--- src/rtl/brk_pkg.sv ---
`timescale 1ns/1ps
package brk_pkg;
  typedef enum logic [2:0] {
    ST_IDLE   = 3'd0,
    ST_PUSH_H = 3'd1,
    ST_PUSH_L = 3'd2,
    ST_PUSH_P = 3'd3,
    ST_VEC_L  = 3'd4,
    ST_VEC_H  = 3'd5,
    ST_LATCH  = 3'd6,
    ST_DONE   = 3'd7
  } brk_state_e;

  localparam int unsigned PSW_B_BIT = 4;
  localparam int unsigned PSW_I_BIT = 2;
endpackage

--- src/rtl/brk_ctrl.sv ---
`timescale 1ns/1ps
module brk_ctrl
  import brk_pkg::*;
(
  input  logic       clk_i,
  input  logic       rst_ni,
  input  logic       start_i,
  output brk_state_e state_o,
  output logic       accept_o
);
  brk_state_e state_q, state_d;

  assign accept_o = (state_q == ST_IDLE) && start_i;

  always_comb begin
    state_d = state_q;
    unique case (state_q)
      ST_IDLE:   if (start_i) state_d = ST_PUSH_H;
      ST_PUSH_H: state_d = ST_PUSH_L;
      ST_PUSH_L: state_d = ST_PUSH_P;
      ST_PUSH_P: state_d = ST_VEC_L;
      ST_VEC_L:  state_d = ST_VEC_H;
      ST_VEC_H:  state_d = ST_LATCH;
      ST_LATCH:  state_d = ST_DONE;
      ST_DONE:   state_d = ST_IDLE;
      default:   state_d = ST_IDLE;
    endcase
  end

  always_ff @(posedge clk_i or negedge rst_ni) begin
    if (!rst_ni) state_q <= ST_IDLE;
    else         state_q <= state_d;
  end

  assign state_o = state_q;
endmodule

--- src/rtl/brk_stack.sv ---
`timescale 1ns/1ps
module brk_stack #(
  parameter int unsigned DW = 8,
  parameter int unsigned AW = 16,
  parameter logic [AW-DW-1:0] STACK_PAGE = '0
) (
  input  logic          clk_i,
  input  logic          rst_ni,
  input  logic          load_i,
  input  logic [DW-1:0] sp_i,
  input  logic          dec_i,
  output logic [DW-1:0] sp_o,
  output logic [AW-1:0] addr_o
);
  logic [DW-1:0] sp_q;

  // natural modulo wrap at the page edge
  always_ff @(posedge clk_i or negedge rst_ni) begin
    if (!rst_ni)     sp_q <= '0;
    else if (load_i) sp_q <= sp_i;
    else if (dec_i)  sp_q <= sp_q - 1'b1;
  end

  assign sp_o   = sp_q;
  assign addr_o = {STACK_PAGE, sp_q};
endmodule

--- src/rtl/brk_vec.sv ---
`timescale 1ns/1ps
module brk_vec
  import brk_pkg::*;
#(
  parameter int unsigned DW = 8
) (
  input  logic            clk_i,
  input  logic            rst_ni,
  input  brk_state_e      state_i,
  input  logic [DW-1:0]   rdata_i,
  output logic [2*DW-1:0] pc_o
);
  logic [DW-1:0] lo_q, hi_q;

  // read data lags address by one cycle
  always_ff @(posedge clk_i or negedge rst_ni) begin
    if (!rst_ni) begin
      lo_q <= '0;
      hi_q <= '0;
    end else begin
      if (state_i == ST_VEC_H) lo_q <= rdata_i;
      if (state_i == ST_LATCH) hi_q <= rdata_i;
    end
  end

  assign pc_o = {hi_q, lo_q};
endmodule

--- src/rtl/brk_entry_seq.sv ---
`timescale 1ns/1ps
module brk_entry_seq
  import brk_pkg::*;
#(
  parameter int unsigned DW = 8,
  parameter int unsigned AW = 16,
  parameter logic [AW-DW-1:0] STACK_PAGE = 8'h01,
  parameter logic [AW-1:0] VEC_ADDR = 16'hFFDE
) (
  input  logic            clk_i,
  input  logic            rst_ni,
  input  logic            start_i,
  input  logic [2*DW-1:0] pc_i,
  input  logic [DW-1:0]   psw_i,
  input  logic [DW-1:0]   sp_i,
  output logic [AW-1:0]   mem_addr_o,
  output logic [DW-1:0]   mem_wdata_o,
  output logic            mem_we_o,
  input  logic [DW-1:0]   mem_rdata_i,
  output logic [2*DW-1:0] pc_o,
  output logic [DW-1:0]   psw_o,
  output logic [DW-1:0]   sp_o,
  output logic            busy_o,
  output logic            done_o
);
  localparam logic [AW-1:0] VEC_ADDR_HI = VEC_ADDR + 1'b1;
  localparam logic [DW-1:0] B_MASK = DW'(1) << PSW_B_BIT;
  localparam logic [DW-1:0] I_MASK = DW'(1) << PSW_I_BIT;

  brk_state_e      state;
  logic            accept;
  logic            push;
  logic [AW-1:0]   stack_addr;
  logic [2*DW-1:0] pc_q;
  logic [DW-1:0]   psw_q;
  logic [DW-1:0]   psw_pushed;

  brk_ctrl u_ctrl (
    .clk_i   (clk_i),
    .rst_ni  (rst_ni),
    .start_i (start_i),
    .state_o (state),
    .accept_o(accept)
  );

  assign push = (state == ST_PUSH_H) || (state == ST_PUSH_L) || (state == ST_PUSH_P);

  brk_stack #(.DW(DW), .AW(AW), .STACK_PAGE(STACK_PAGE)) u_stack (
    .clk_i (clk_i),
    .rst_ni(rst_ni),
    .load_i(accept),
    .sp_i  (sp_i),
    .dec_i (push),
    .sp_o  (sp_o),
    .addr_o(stack_addr)
  );

  brk_vec #(.DW(DW)) u_vec (
    .clk_i  (clk_i),
    .rst_ni (rst_ni),
    .state_i(state),
    .rdata_i(mem_rdata_i),
    .pc_o   (pc_o)
  );

  always_ff @(posedge clk_i or negedge rst_ni) begin
    if (!rst_ni) begin
      pc_q  <= '0;
      psw_q <= '0;
    end else if (accept) begin
      pc_q  <= pc_i;
      psw_q <= psw_i;
    end
  end

  assign psw_pushed = psw_q | B_MASK;

  always_comb begin
    mem_addr_o  = stack_addr;
    mem_wdata_o = '0;
    mem_we_o    = 1'b0;
    unique case (state)
      ST_PUSH_H: begin mem_we_o = 1'b1; mem_wdata_o = pc_q[2*DW-1:DW]; end
      ST_PUSH_L: begin mem_we_o = 1'b1; mem_wdata_o = pc_q[DW-1:0]; end
      ST_PUSH_P: begin mem_we_o = 1'b1; mem_wdata_o = psw_pushed; end
      ST_VEC_L:  mem_addr_o = VEC_ADDR;
      ST_VEC_H:  mem_addr_o = VEC_ADDR_HI;
      default:   ;
    endcase
  end

  assign psw_o  = psw_pushed & ~I_MASK;
  assign busy_o = (state != ST_IDLE);
  assign done_o = (state == ST_DONE);
endmodule

--- config.mk ---
export PLATFORM = sky130hd
export DESIGN_NAME = brk_entry_seq
export DESIGN_NICKNAME = d
export VERILOG_FILES = /design/src/rtl/brk_pkg.sv /design/src/rtl/brk_ctrl.sv /design/src/rtl/brk_stack.sv /design/src/rtl/brk_vec.sv /design/src/rtl/brk_entry_seq.sv
export SDC_FILE = /design/constraint.sdc
export NUM_CORES = 1
export LEC_CHECK = 0
export BUFFER_PORTS_ARGS = -buffer_cell sky130_fd_sc_hd__buf_2
export CELL_PAD_IN_SITES_DETAIL_PLACEMENT = 0
export CELL_PAD_IN_SITES_GLOBAL_PLACEMENT = 1
export CORE_MARGIN = 4
export CORE_UTILIZATION = 36
export CTS_CLUSTER_SIZE = 40
export DETAILED_ROUTE_END_ITERATION = 16
export GPL_TIMING_DRIVEN = 0
export PLACE_DENSITY = 0.89
export SLEW_MARGIN = 30
export SYNTH_ARGS = -nofsm -noshare
export SYNTH_HDL_FRONTEND = slang
export SYNTH_SLANG_ARGS = --single-unit
--- constraint.sdc ---
create_clock -name clk_i -period 2.4 [get_ports clk_i]
set_input_delay 0.48 -clock clk_i [delete_from_list [all_inputs] [get_ports clk_i]]
set_output_delay 0.48 -clock clk_i [all_outputs]
set_load 0.02 [all_outputs]
After elaboration in Yosys (flattened, before gate mapping). Index checks and enable logic that the tools add are counted.

Output and inout port bits: 59. Input bits: 43. Register bits after elaboration: 51.

Equality and inequality tests: 8. Muxes and demuxes: 7. Add/sub/neg operators: 1. Reductions and logical operators: 7.

Operator list (number): $pmux 16 s2 (1); $pmux 3 s8 (1); $pmux 8 s3 (1); $mux 8 (2); $eq 3x3->1 const B (4); $sub 8x1->8 const B (1); $eq 3x2->1 const B (2); $eq 3x1->1 const B (1); $logic_not 3->1 (1); $mux 3 (1); $reduce_bool 3->1 (1); $reduce_or 3->1 (1); $logic_or 1x1->1 (2); $ne 2x2->1 const B (1); $reduce_bool 2->1 (1); $logic_and 1x1->1 (1); $mux 1 (1).

Depth between registers and ports, before layout.
Depth in word-level cells: 5. Depth in mapped cells: 7. Depth with buffers taken out: 6.

By module. A second synthesis with hierarchy kept.

Cells, all modules: 223. Area total of the unflattened synthesis: 2615.0 µm².

Modules (own cells, without submodules): brk_entry_seq (cells each 109, instances 1, area each 1280.0 µm², sequential area each 575.6 µm²); brk_vec (cells each 34, instances 1, area each 620.6 µm², sequential area each 400.4 µm²); brk_stack (cells each 71, instances 1, area each 594.3 µm², sequential area each 200.2 µm²); brk_ctrl (cells each 9, instances 1, area each 120.1 µm², sequential area each 75.1 µm²).

Least setup slack after synthesis. OpenSTA, ideal clock, no wires.

Kind: reg-to-output. From: register u_ctrl.state_q[0] (netlist: u_ctrl.state_o[0]). To: output port mem_addr_o[10]. Buffers on the path: 1. Arrival time: 1.542 ns. Cell stages (with the launch flop): 6. Setup slack: 0.378 ns. Required time: 1.920 ns. Cell sequence: dfrtp_1 -> inv_1 -> ha_1 -> o21ai_1 -> inv_1 -> buf_4.

Word-level cells in the longest chain between the ends: 2. Elaborated cells between the ends (all ways): 3.

Ends and longest elaborated chain: from (decl) (RTL line brk_ctrl.sv:11) `brk_state_e state_q, state_d;`; from (signal assigned) (RTL line brk_ctrl.sv:32) `else state_q <= state_d;`; $eq 3x3->1 (RTL line brk_entry_seq.sv:82) `unique case (state)`; $pmux 16 s2 * (RTL line brk_entry_seq.sv:82); to (decl) (RTL line brk_entry_seq.sv:16) `output logic [AW-1:0] mem_addr_o,`.

Every way passes the cells marked *; elsewhere a longest branch is shown, timed or not.

Final worst setup path.
From: register u_ctrl.state_q[1] (netlist: u_ctrl.state_o[1]). To: output port mem_wdata_o[4].

Word-level cells in the longest chain between the ends: 2. Elaborated cells between the ends (all ways): 4.

Ends and longest elaborated chain: $eq 3x2->1 or $eq 3x1->1 (tied branches) (RTL line brk_entry_seq.sv:82); $pmux 8 s3 * (RTL line brk_entry_seq.sv:82); to (decl) (RTL line brk_entry_seq.sv:17) `output logic [DW-1:0] mem_wdata_o,`.

Marked as above.

==> impl_summary.log <==
[metrics] portion of total power attributed to combinational logic: 55.8%
[metrics] via density per instance: between 4 and 5
[metrics] multiplexer area fraction after synthesis: between 10% and 20%
[metrics] first-pass iteration count of the detailed router: 4
[metrics] slew at the pin closest to its max-slew limit: ~0.63 ns
[metrics] Simple-Gate Fraction of Synth Area: 12.38%
[metrics] unrepaired setup endpoints after global routing: yes
[metrics] Initial Utilization: between 30% and 40%
[metrics] register-to-register setup slack: approximately 0.63 ns
[metrics] GPL Wtd Cong: about 0.7
[metrics] Die Outline Area: about 8200 sq um
[metrics] Sw Share: between 40 and 50%
[metrics] xor and xnor area share after synthesis: around 2.1%
[metrics] synthesis-stage register bit count: 50
[metrics] critical path's largest stage delay: 0.40 ns
[metrics] residual overflow from global routing: 0
[metrics] Adder-Cell Fraction of Synth Area: under 10%
[metrics] slowest stage cell, crit path: sky130_fd_sc_hd__dfrtp_1
[metrics] net switching power of the design: 0.002130 W
[metrics] status: completed
[metrics] number of global-route vias before repair: roughly 2,000
[metrics] ant diodes: 0
[metrics] Buf/Inv on CP: 3
[metrics] Via Count: 1,888
[metrics] Int Power: roughly 0.0028 W
[metrics] power density over cell area: approximately 1500 nW/um^2
[metrics] Hold Vio Cnt, Final: 0
[metrics] Unique masters post-synth: 34
[metrics] clock latency reported for the late side of the worst-skew pair: ~0.30 ns
[metrics] VDD IR-drop max: 630.0 uV
[metrics] fraction of post-synthesis cell area in the top cell type by area: 51.18%
[metrics] Peak Freq: ~430 MHz
[metrics] core box area: 6459 sq um
[metrics] relative contribution of sequential cells to total power: between 30% and 40%
[metrics] type of the setup path with the least slack: reg2out
[metrics] per-instance average area after synthesis: between 10 and 15 sq um
[metrics] fraction of the mapped netlist area in compound gates: under 10%
[metrics] DIE HEIGHT: around 90 microns
[metrics] Critical Path End Type: primary output
[metrics] number of nets in the layout: about 370
[metrics] Max-Slew Margin vs Limit: between 50% and 60%
[metrics] H-tree depth reported by CTS: 2
[metrics] Clock transition at path regs: 0.10 ns
[metrics] leading cell type in the layout, fill and taps excluded: sky130_fd_sc_hd__buf_2
[metrics] CP cell instances: inv_1 > ha_2 > nor2b_1 > buf_4 > a221o_1 > buf_2
[metrics] drc violations: 0
[metrics] time the worst path needs with I/O delays and setup: between 2 and 2.5 ns
[metrics] Period Utilization, post-route: just under 100%
[metrics] CP top delay family: buffers and inverters
[metrics] Clk network pwr share: 12.0%
[metrics] Total Wirelength: between 5000 and 6000 microns
[metrics] clock tree from TritonCTS: yes
[metrics] Final setup viols: 0
[metrics] number of buffers inserted during clock tree synthesis: 5
[metrics] reported max-cap violation count: 0
[metrics] Final Cell Area: 3197 sq um
[metrics] number of DRC markers in iteration 0: 76
[metrics] kind of path behind the tightest hold check: in2async
[metrics] area of placed instances: 3033 sq um
[metrics] width of the die: 90.41 microns
[metrics] Syn-to-layout area delta: 30.76%
[metrics] Req. time, crit path: ~1.9 ns
[metrics] critical path startpoint category: flip-flop
[metrics] Critical Path AT: around 1.8 ns
[metrics] Netlist Area Pre-Place: between 2000 and 2500 sq um
[metrics] maximum count of clock buffers along a single path: 2
[metrics] detail-routed net length per standard cell: approximately 14 microns
[metrics] Overall Power: 0.004938 W
[metrics] CP Max Fanout: 8
[metrics] dominant combinational cell family by area after synthesis: multiplexers
[metrics] port buffer count: between 90 and 100
[metrics] count of warnings emitted by yosys: 0
[metrics] sinks on the clock net: 50
[metrics] static leakage: about 1.6 nW
[metrics] Synth area leaders: sky130_fd_sc_hd__dfrtp_1 (51%), sky130_fd_sc_hd__mux2_2 (18%), sky130_fd_sc_hd__buf_4 (4.6%), sky130_fd_sc_hd__nand2_1 (3.1%), sky130_fd_sc_hd__ha_1 (2.6%)
[metrics] global-route wire length before repair: roughly 9500 microns
[metrics] cell count after synthesis: around 210
[metrics] number of antenna violations at the first check in global routing: 0
[metrics] Final Slew Violations: 0
[metrics] top cell type by total area after synthesis: sky130_fd_sc_hd__dfrtp_1
[metrics] maximum number of pins on one net before global-route repair: between 50 and 60
[metrics] commonest cells after routing, fill and taps aside: sky130_fd_sc_hd__buf_2 (101), sky130_fd_sc_hd__dfrtp_1 (50), sky130_fd_sc_hd__mux2_2 (40), sky130_fd_sc_hd__nand2_1 (20), sky130_fd_sc_hd__buf_4 (20)
[metrics] worst clock skew: around 0.0080 ns
[metrics] gr usage total: roughly 14%
[metrics] Root Driver: sky130_fd_sc_hd__clkbuf_8
[metrics] sequential share of the synthesized area: approximately half
[metrics] Row Count: 29
[metrics] I/O pins: just over 100
[metrics] number of antenna-violating nets in the routed design: 0
[metrics] DP Wirelength: around 4200 microns
[metrics] share of cells above drive strength 1: between 50 and 60%
==> cells in the mapped netlist <==
| master | count |
|---|---|
| sky130_fd_sc_hd__dfrtp_1 | 50 |
| sky130_fd_sc_hd__mux2_2 | 40 |
| sky130_fd_sc_hd__nand2_1 | 20 |
| sky130_fd_sc_hd__buf_4 | 15 |
| sky130_fd_sc_hd__nor2_1 | 14 |
| sky130_fd_sc_hd__a22oi_1 | 8 |
| sky130_fd_sc_hd__a21oi_1 | 6 |
| sky130_fd_sc_hd__inv_1 | 6 |
| sky130_fd_sc_hd__nand2b_1 | 6 |
| sky130_fd_sc_hd__buf_2 | 5 |
| sky130_fd_sc_hd__ha_1 | 5 |
| sky130_fd_sc_hd__xnor2_1 | 4 |
| sky130_fd_sc_hd__a31oi_1 | 3 |
| sky130_fd_sc_hd__nand3_1 | 3 |
| sky130_fd_sc_hd__nor2b_1 | 3 |
| sky130_fd_sc_hd__and2_1 | 2 |
| sky130_fd_sc_hd__clkbuf_1 | 2 |
| sky130_fd_sc_hd__conb_1 | 2 |
| sky130_fd_sc_hd__nor3b_1 | 2 |
| sky130_fd_sc_hd__or3_1 | 2 |
| sky130_fd_sc_hd__xor2_1 | 2 |
| sky130_fd_sc_hd__a221o_1 | 1 |
| sky130_fd_sc_hd__buf_1 | 1 |
| sky130_fd_sc_hd__nand3b_1 | 1 |
| sky130_fd_sc_hd__nor3_1 | 1 |
| sky130_fd_sc_hd__nor3_4 | 1 |
| sky130_fd_sc_hd__nor4_1 | 1 |
| sky130_fd_sc_hd__nor4b_2 | 1 |
| sky130_fd_sc_hd__o21ai_0 | 1 |
| sky130_fd_sc_hd__o21ai_1 | 1 |
| sky130_fd_sc_hd__o31ai_1 | 1 |
| sky130_fd_sc_hd__o32a_1 | 1 |
| sky130_fd_sc_hd__or2_2 | 1 |
| sky130_fd_sc_hd__or4_1 | 1 |
==> cells by family (layout without fill, tap and decap cells) <==
| logic type | count (synthesis) | count (layout) |
|---|---|---|
| buf+inv | 29 | 135 |
| simple gates | 59 | 59 |
| other cells | 2 | 3 |
| xor+xnor | 6 | 6 |
| fa+ha+maj | 5 | 5 |
| mux | 40 | 40 |
| flops | 50 | 50 |
| compound gates | 22 | 22 |
==> sequential cells by signal, indices dropped and copies added (netlist names) <==
signal          count
u_vec.hi_q          8
psw_q               7
u_vec.lo_q          8
u_ctrl.state_o      3
u_stack.sp_o        8
pc_q               16
==> layer usage <==
layer | vias up | GRT usage, % | part of all wire [%]
met4 | 0 | 4.082 | 1.1
li1 | 921 | - | -
met3 | 6 | 4.500 | 7.0
met2 | 67 | 24.95 | 50
met1 | 894 | 16.92 | 42
met5 | - | 0 | 0
==> worst paths after layout <==
kind,startpoint,endpoint,cells past startpoint
min in group clk_i,pc_i[8],pc_q[8]$_DFFE_PN0P_,2
worst min-delay path,rst_ni,u_stack.sp_o[2]$_DFFE_PN0P_,1
worst max-delay path,u_ctrl.state_o[1]$_DFFE_PN0P_,mem_wdata_o[4],6
worst min register to register,u_vec.hi_q[0]$_DFFE_PN0P_,u_vec.hi_q[0]$_DFFE_PN0P_,1
worst max register to register,u_ctrl.state_o[0]$_DFFE_PN0P_,u_stack.sp_o[2]$_DFFE_PN0P_,7
max in group asynchronous,rst_ni,u_vec.lo_q[0]$_DFFE_PN0P_,1
==> power groups by stage <==
stage	combinational, W	clock [W]	sequential [W]
after floorplan	0.00168	0	0.00179
after global placement	0.00267	0	0.00157
after detailed placement	0.00271	0	0.00160
after CTS	0.00276	0.000619	0.00159
after global routing	0.00303	0.000649	0.00165
final	0.00276	0.000593	0.00159
==> cell type report <==
type                            count  area, sq um
Buffer                             21        145.1
Clock buffer                        5        68.82
Clock inverter                      3        45.04
Fill cell                         625         3262
Inverter                            6        22.52
Multi-Input combinational cell    135         1057
Sequential cell                    50         1251
Tap cell                           77        96.34
Timing Repair Buffer              100        510.5
==> per-stage QoR <==
stage	hold slack, ns	setup WS [ns]	setup TNS [ns]	utilization (%)	cells
after floorplan	0.1844	0.3776	0	-	214
after global placement	0.4844	0.1195	0	46.92	388
after detailed placement	0.4877	0.05512	0	46.96	388
after CTS	0.2103	-0.006995	-0.006995	49.03	395
after global routing	0.2394	-0.02417	-0.06786	49.50	397
final	0.1740	0.08639	0	49.50	397
==> timing repair <==
item                                    4_1_cts  5_1_grt
setup buffers                                 0        3
pin swaps                                     0        1
hold buffers                                  0        0
cloned                                        0        0
resized for setup                             7        5
endpoints found under the setup margin       18       15
Power figures use the tool's default switching activity.
